--- src/rtl/evt_stamp.sv ---
module evt_stamp #(
  parameter int BW = 8,
  parameter int NF = 4
) (
  input  logic          clk,
  input  logic          rst_n,
  input  logic [2*BW-1:0] cnt_val,
  input  logic          pin_in,
  input  logic          cmp_in,
  input  logic          src_cmp,
  input  logic          edge_rise,
  input  logic          filt_en,
  input  logic          ie,
  input  logic          int_ack,
  input  logic          top_mode,
  input  logic [1:0]    addr,
  input  logic          rd_en,
  input  logic          wr_en,
  input  logic [BW-1:0] wdata,
  output logic [BW-1:0] rdata,
  output logic          irq
);
  localparam int CW = 2 * BW;

  logic [1:0]    sync_q;
  logic [NF-2:0] hist_q;
  logic          filt_q, lvl_q, flag_q;
  logic [CW-1:0] cap_q;
  logic [BW-1:0] tmp_q;

  wire          src_raw = src_cmp ? cmp_in : pin_in;
  wire          s       = sync_q[1];
  wire [NF-1:0] window  = {hist_q, s};
  wire          lvl     = filt_en ? filt_q : s;
  wire          evt     = (lvl != lvl_q) && (lvl == edge_rise);

  wire rd_lo = rd_en && addr == 2'd0;
  wire wr_hi = wr_en && addr == 2'd1 && top_mode;
  wire wr_lo = wr_en && addr == 2'd0 && top_mode;
  wire clr   = int_ack || (wr_en && addr == 2'd2 && wdata[0]);

  always_ff @(posedge clk or negedge rst_n) begin
    if (!rst_n) begin
      sync_q <= '0;
      hist_q <= '0;
      filt_q <= 1'b0;
      lvl_q  <= 1'b0;
    end else begin
      sync_q <= {sync_q[0], src_raw};
      hist_q <= window[NF-2:0];
      if (&window)       filt_q <= 1'b1;
      else if (~|window) filt_q <= 1'b0;
      lvl_q <= lvl;
    end
  end

  always_ff @(posedge clk or negedge rst_n) begin
    if (!rst_n) begin
      cap_q  <= '0;
      tmp_q  <= '0;
      flag_q <= 1'b0;
    end else begin
      if (evt)        cap_q <= cnt_val;
      else if (wr_lo) cap_q <= {tmp_q, wdata};
      if (rd_lo)      tmp_q <= cap_q[CW-1:BW];
      else if (wr_hi) tmp_q <= wdata;
      if (evt)        flag_q <= 1'b1;
      else if (clr)   flag_q <= 1'b0;
    end
  end

  always_comb begin
    case (addr)
      2'd0:    rdata = cap_q[BW-1:0];
      2'd1:    rdata = tmp_q;
      2'd2:    rdata = {{(BW-1){1'b0}}, flag_q};
      default: rdata = '0;
    endcase
  end

  assign irq = flag_q & ie;
endmodule

--- config.mk ---
export PLATFORM = sky130hd
export DESIGN_NAME = evt_stamp
export DESIGN_NICKNAME = d
export VERILOG_FILES = /design/src/rtl/evt_stamp.sv
export SDC_FILE = /design/constraint.sdc
export NUM_CORES = 1
export LEC_CHECK = 0
export BUFFER_PORTS_ARGS = -buffer_cell sky130_fd_sc_hd__buf_2
export CORE_ASPECT_RATIO = 1.25
export CORE_MARGIN = 4
export CORE_UTILIZATION = 44
export DETAILED_ROUTE_END_ITERATION = 12
export PLACE_DENSITY = 0.67
export SLEW_MARGIN = 20
export SYNTH_ARGS = -nofsm -noshare
export SYNTH_HDL_FRONTEND = slang
export SYNTH_SLANG_ARGS = --single-unit
--- constraint.sdc ---
create_clock -name clk -period 2.5 [get_ports clk]
set_clock_uncertainty 0.1 [all_clocks]
set_input_delay 0.375 -clock clk [delete_from_list [all_inputs] [get_ports clk]]
set_output_delay 0.375 -clock clk [all_outputs]
set_load 0.005 [all_outputs]
==> results.txt, run 1 <==
Slew @ Worst Pin: 0.7732 ns
Via density: 5.388
Max stage delay on crit path: 0.62 ns
CP top delay family: compound AO/OA/AOI/OAI gates
Initial Utilization: 46.60%
Clk Latency, worst-skew pair: 0.28 ns
initial antenna violation count: 0
fraction of layout cells with a size suffix above 1: 50.56%
data required time of the worst path: 2.56 ns
Core ar.: 3573 sq um
Post-synth EDFFs: 0
synth top area cells: dfrtp_1, mux2_2, mux2_4, mux2_1, mux2i_1
Yosys reg bits: 32
number of gates resized after CTS: 0
Syn Area/Cell: 13.11 sq um
CP max FO: 14
status: finished, final reports clean
overall power: 1.677 mW
dpl cells: 211
Slew HR: 48.46%
CTS tree: done
Num CTS Buffers: 5
aggregate routed wire length: 3.574 mm
Num Clock Sinks: 32
CTS root buffer: clkbuf_8
Fin. Hold Viols: 0
yosys warns: 0
Slew Viols, Final: 0
slowest stage cell on the critical path: a21oi_1
Chip Width: 63.03 microns
post-route ant nets: 0
PwrDens: 809.9 nW/um^2
DR vias: 1180
Synth Flop Type: dfrtp_1
max_cap viols: 0
top cells by count, synth: dfrtp_1, mux2_2, mux2_1, mux2_4
leak pwr: 1.013 nW
FP Rows: 24
I/O pin count: 47
post-synth top area cell: dfrtp_1
GR Util All Layers: 15.89%
hold_buf cts: 0
multi-input logic area: 815.8 sq um
vias in the first global route: 1287
Mapped Area: 1665 sq um
full die area: 4839 sq um
crit-path cells: buf_2 > nand3_1 > a21oi_1 > mux2_2
Startpoint Class: primary input
Setup Crit Path Kind: in2reg
Distinct cells, synth: 26
Fin Setup TNS: 0 ns
FF/Latch Area: 800.8 sq um
first-pass GRT wire length: 5.968 mm
worst path buffer plus inverter count: 1
WL/cell: 16.32 microns
largest net degree at the start of global routing: 33
Clock Pin Slew Worst Setup and Hold Paths: 0.06 ns
Non-Filler Instances: 219
DRC viols: 0
ys async rst share: 100.0%
Worst IR Drop VDD: 327.3 uV
Final setup viols: 0
Critical Path AT: 1.85 ns
Area Growth Syn to Fin: 24.34%
count leader, synth: dfrtp_1
GP Congestion: 0.7731
Fmax: 0.5600 GHz
Final nets: 217
Die Y: 76.79 microns
hpwl dp: 2.608 mm
DR iter-0 viols: 49
Hold/Removal Path Class: in2async
number of post-CTS setup repair buffers: 0
H-tree levels: 2
Max clock buf depth: 2
Final Cycle Share: 71.43%
RSZ-0062 raised after global routing: no
post-synthesis cell count: 127
synthesized net count: 165
minimum clock period: 1.786 ns
post-synth top area share: 48.08%
drt first pass iters: 4
diode count: 0
Crit. End Element: flop
sequential area share after synthesis: 48.08%
final-layout fill cell count: 315
number of I/O port buffers: 46
gr ovfl total: 0
registers in the layout, summed over array words and instances (netlist names):
name    count
cap_q      16
tmp_q       8
hist_q      3
sync_q      2
filt_q      1
flag_q      1
lvl_q       1
cells in the final DEF (no fill, tap or decap), types with 2 or more instances in the layout:
cell type   n
nand2b_1    2
mux2i_1     8
nor2_1      8
a22oi_1     5
dfrtp_1    32
buf_4       4
mux2_2     20
clkbuf_8    7
mux2_1     10
inv_1       5
a21oi_1     2
mux2_4     10
nor2b_1     3
buf_2      46
o21ai_0     7
per-stage QoR:
stage | hold slack (ns) | cell area (sq um) | setup WS [ns] | util, %
floorplan | -0.02059 | 1665 | 0.7526 | -
finish | 0.04456 | 2071 | 0.7143 | 57.95
CTS | 0.06354 | 2071 | 0.6951 | 57.95
global placement | 0.2416 | 1944 | 0.4251 | 54.41
global route | 0.09384 | 2071 | 0.5914 | 57.95
detailed placement | 0.2497 | 1944 | 0.3975 | 54.41
final timing paths:
path,cells past startpoint,end,slack [ns],from
worst max register to register,4,cap_q[4],0.73,sync_q[1]
worst min register to register,0,sync_q[1],0.25,sync_q[0]
worst max-delay path,4,tmp_q[0],0.71,addr[0]
worst min-delay path,1,tmp_q[0],0.04,rst_n
max in group asynchronous,1,cap_q[5],1.79,rst_n
min in group clk,2,cap_q[1],0.22,cnt_val[1]
per-layer routing:
| metal | wire length, microns | share of wire [%] | track usage, % | vias to the layer above |
|---|---|---|---|---|
| met5 | 0 | 0 | 0 | - |
| met4 | 48 | 1.3 | 5.960 | 0 |
| met3 | 277 | 7.8 | 6.725 | 6 |
| met2 | 1846 | 52 | 26.93 | 37 |
| met1 | 1401 | 39 | 17.48 | 577 |
| li1 | - | - | - | 560 |
report_power, final:
part / total, mW / internal [mW] / switching, mW / leakage, nW
Combinational: 0.410 / 0.257 / 0.153 / 0.567
Sequential: 0.730 / 0.652 / 0.0779 / 0.382
Clock: 0.537 / 0.351 / 0.186 / 0.0645
logic make-up after synthesis:
| logic type | after synthesis | share of synthesized area [%] |
|---|---|---|
| buffers and inverters | 10 | 3.832 |
| flip-flops | 32 | 48.08 |
| AO/OA/AOI/OAI | 15 | 5.335 |
| AND/OR/NAND/NOR | 21 | 7.288 |
| multiplexers | 49 | 35.46 |
final cells by class:
cell class	count	area share, %
multi-input cells	85	39.40
flip-flops and latches	32	38.67
repair buffers	50	12.57
clock buffers	7	4.653
well taps	39	2.356
clock inverters	1	1.450
inverters	5	0.9063
No activity file was read; power rests on OpenSTA's default activity.
==> inputs of run 2 (changes only) <==
==> constraint.sdc (replaced) <==
create_clock -name clk -period 1.8 [get_ports clk]
set_clock_uncertainty 0.1 [all_clocks]
set_input_delay 0.27 -clock clk [delete_from_list [all_inputs] [get_ports clk]]
set_output_delay 0.27 -clock clk [all_outputs]
set_load 0.005 [all_outputs]
==> run 2 against run 1 <==
Effect of this change: hold slack improved by 0.072 ns; first-iteration DRC count rose by 6.1%; global-route usage rose by 0.82 points; via count rose by 0.42%; flip-flop and latch count did not move; worst setup slack got worse by 0.57 ns; sequential share of layout area fell by 0.76 points; die area did not move; largest cell class unchanged; cell count rose by 2.7%; critical path type is now reg2reg; utilization rose by 1.2 points; power rose by 35%; critical path depth did not move.
==> results.txt, run 2 (same netlist as run 1, synthesis figures left out) <==
Area Growth Syn to Fin: 26.82%
Clock Pin Slew Worst Setup and Hold Paths: 0.07 ns (about the same)
aggregate routed wire length: 3.520 mm (-1.5%)
DR vias: 1185 (+0.42%)
Fin. Hold Viols: 0 (unchanged)
RR Startpoint: sync_q[1]
Seq pwr share: 44.5% (+1.0 points)
Startpoint Class: flop
worst path buffer plus inverter count: 1 (unchanged)
Final nets: 223 (+2.8%)
Max stage delay on crit path: 0.40 ns (-0.22 ns)
Num Clock Sinks: 32 (unchanged)
overall power: 2.271 mW (+35%)
H-tree levels: 2 (unchanged)
hpwl dp: 2.701 mm (+3.5%)
reg-to-reg endpoint: cap_q[2]
crit-path cells: mux2_4 > mux2i_4 > buf_12 > mux2_2
CTS root buffer: clkbuf_8
CTS tree: done
Initial Utilization: 46.60% (unchanged)
Die Y: 76.79 microns (unchanged)
drt first pass iters: 4 (unchanged)
RSZ-0062 raised after global routing: no
minimum clock period: 1.652 ns
metal3 WL: 189 microns (-32%)
cell area after layout: 2112 sq um (+2.0%)
fraction of layout cells with a size suffix above 1: 51.08% (+0.52 points)
max_cap viols: 0 (unchanged)
Fmax: 0.6052 GHz
vias in the first global route: 1338 (+4.0%)
Slew @ Worst Pin: 0.6896 ns (-0.08362 ns)
post-route core utilization: 59.10% (+1.2 points)
WL/cell: 15.64 microns (-4.1%)
Critical Path AT: 1.72 ns (-0.13 ns)
Switching Fraction: 25.63% (+0.80 points)
commonest non-fill, non-tap cell in the layout: buf_2
Internal: 1.689 mW (+34%)
largest net degree at the start of global routing: 33 (unchanged)
leak pwr: 1.038 nW (+2.5%)
data required time of the worst path: 1.86 ns (-0.70 ns)
Chip Width: 63.03 microns (unchanged)
commonest cells after routing, fill and taps aside: buf_2, dfrtp_1, mux2_2, mux2_4, mux2_1
sw power: 0.5821 mW (+40%)
Slew HR: 54.03% (+5.6 points)
Most flops, register: cap_q
r2r setup slk: 0.15 ns (-0.58 ns)
Final Cycle Share: 91.80%
Top Registers: cap_q x16, tmp_q x8, hist_q x3
Core ar.: 3573 sq um (unchanged)
DR WL met2: 1.833 mm (-0.70%)
WL met1: 1.439 mm (+2.7%)
DR iter-0 viols: 52 (+6.1%)
I/O pin count: 47 (unchanged)
gr ovfl total: 0 (unchanged)
number of I/O port buffers: 46 (unchanged)
first-pass GRT wire length: 6.237 mm (+4.5%)
Fin Setup TNS: 0 ns (unchanged)
DRC viols: 0 (unchanged)
Hold Path Cell Cnt: 2
Hold/Removal Path Class: in2reg
full die area: 4839 sq um (unchanged)
post-route ant nets: 0 (unchanged)
Clk pwr share: 29.5% (-2.5 points)
GR Util All Layers: 16.70% (+0.82 points)
FF-to-FF path depth: 4 (unchanged)
slowest stage cell on the critical path: dfrtp_1
Crit. End Element: flop
worst hold start: cnt_val[3]
status: finished, final reports clean
Min-Delay Endpoint: cap_q[3]
initial antenna violation count: 0 (unchanged)
Num CTS Buffers: 5 (unchanged)
Worst IR Drop VDD: 626.4 uV (+91%)
diode count: 0 (unchanged)
max reg flops: 16 (unchanged)
Slew Viols, Final: 0 (unchanged)
number of gates resized after CTS: 0 (unchanged)
Clk Latency, worst-skew pair: 0.28 ns (about the same)
CP max FO: 17 (+3)
combinational power share: 26.0% (+1.5 points)
CP top delay family: multiplexers
Crit path depth: 4 (unchanged)
GP Congestion: 0.7257 (-6.1%)
Final setup viols: 0 (unchanged)
FP Rows: 24 (unchanged)
Setup Crit Path Kind: reg2reg
PwrDens: 1075 nW/um^2 (+33%)
Max clock buf depth: 2 (unchanged)
DP Area: 1994 sq um (+2.6%)
Via density: 5.267 (-2.3%)
DR top layer: met4
==> run 2: cell count changes in the layout (fill, tap and decap cells not counted), sizes merged <==
cell / previous run / this run
dlygate4sd3: 0 / 1
clkbuf: 7 / 6
buf: 50 / 55
clkinv: 0 / 1
==> run 2: worst max-delay path by stage <==
| stage | startpoint | to |
|---|---|---|
| after floorplan | sync_q[1] | cap_q[10] |
| after global placement | addr[0] | tmp_q[1] |
| after detailed placement | addr[1] | cap_q[9] |
| after CTS | sync_q[1] | cap_q[2] |
| after global routing | sync_q[1] | cap_q[1] |
| final | sync_q[1] | cap_q[2] |
==> run 2: what timing repair did <==
| item | CTS | global route |
|---|---|---|
| setup buffers | 0 | 0 |
| setup endpoints to repair | 0 | 0 |
| hold endpoints to repair | 32 | 0 |
| hold buffers | 1 | 0 |
==> run 2: stage by stage <==
step,hold WS [ns],std cells,setup slack (ns)
after global routing,0.1034,225,0.09842
after global placement,0.2423,216,0.03979
after detailed placement,0.2480,216,0.04133
after CTS,0.1048,225,0.1301
final,0.1161,225,0.1477
after floorplan,-0.1256,127,0.1463
==> run 2: metal layers <==
metal  vias up  global-route usage, %
li1        568                      -
met1       582                  18.37
met2        30                  29.04
met3         5                  4.532
met4         0                  8.609
met5         -                      0
==> run 2: power by group through the flow <==
stage,sequential (mW),clock (mW),combinational (mW)
3_3_place_gp,1.01,0,0.566
6_report,1.01,0.669,0.591
3_5_place_dp,1.03,0,0.598
2_1_floorplan,0.988,0,0.430
5_1_grt,1.03,0.722,0.662
4_1_cts,1.01,0.695,0.601
==> run 2: layout make-up <==
type,count,area (sq um)
Fill cell,299,1461
Multi-Input combinational cell,85,815.8
Sequential cell,32,800.8
Timing Repair Buffer,56,320.3
Clock buffer,6,72.57
Tap cell,39,48.80
Clock inverter,2,35.03
Inverter,5,18.77
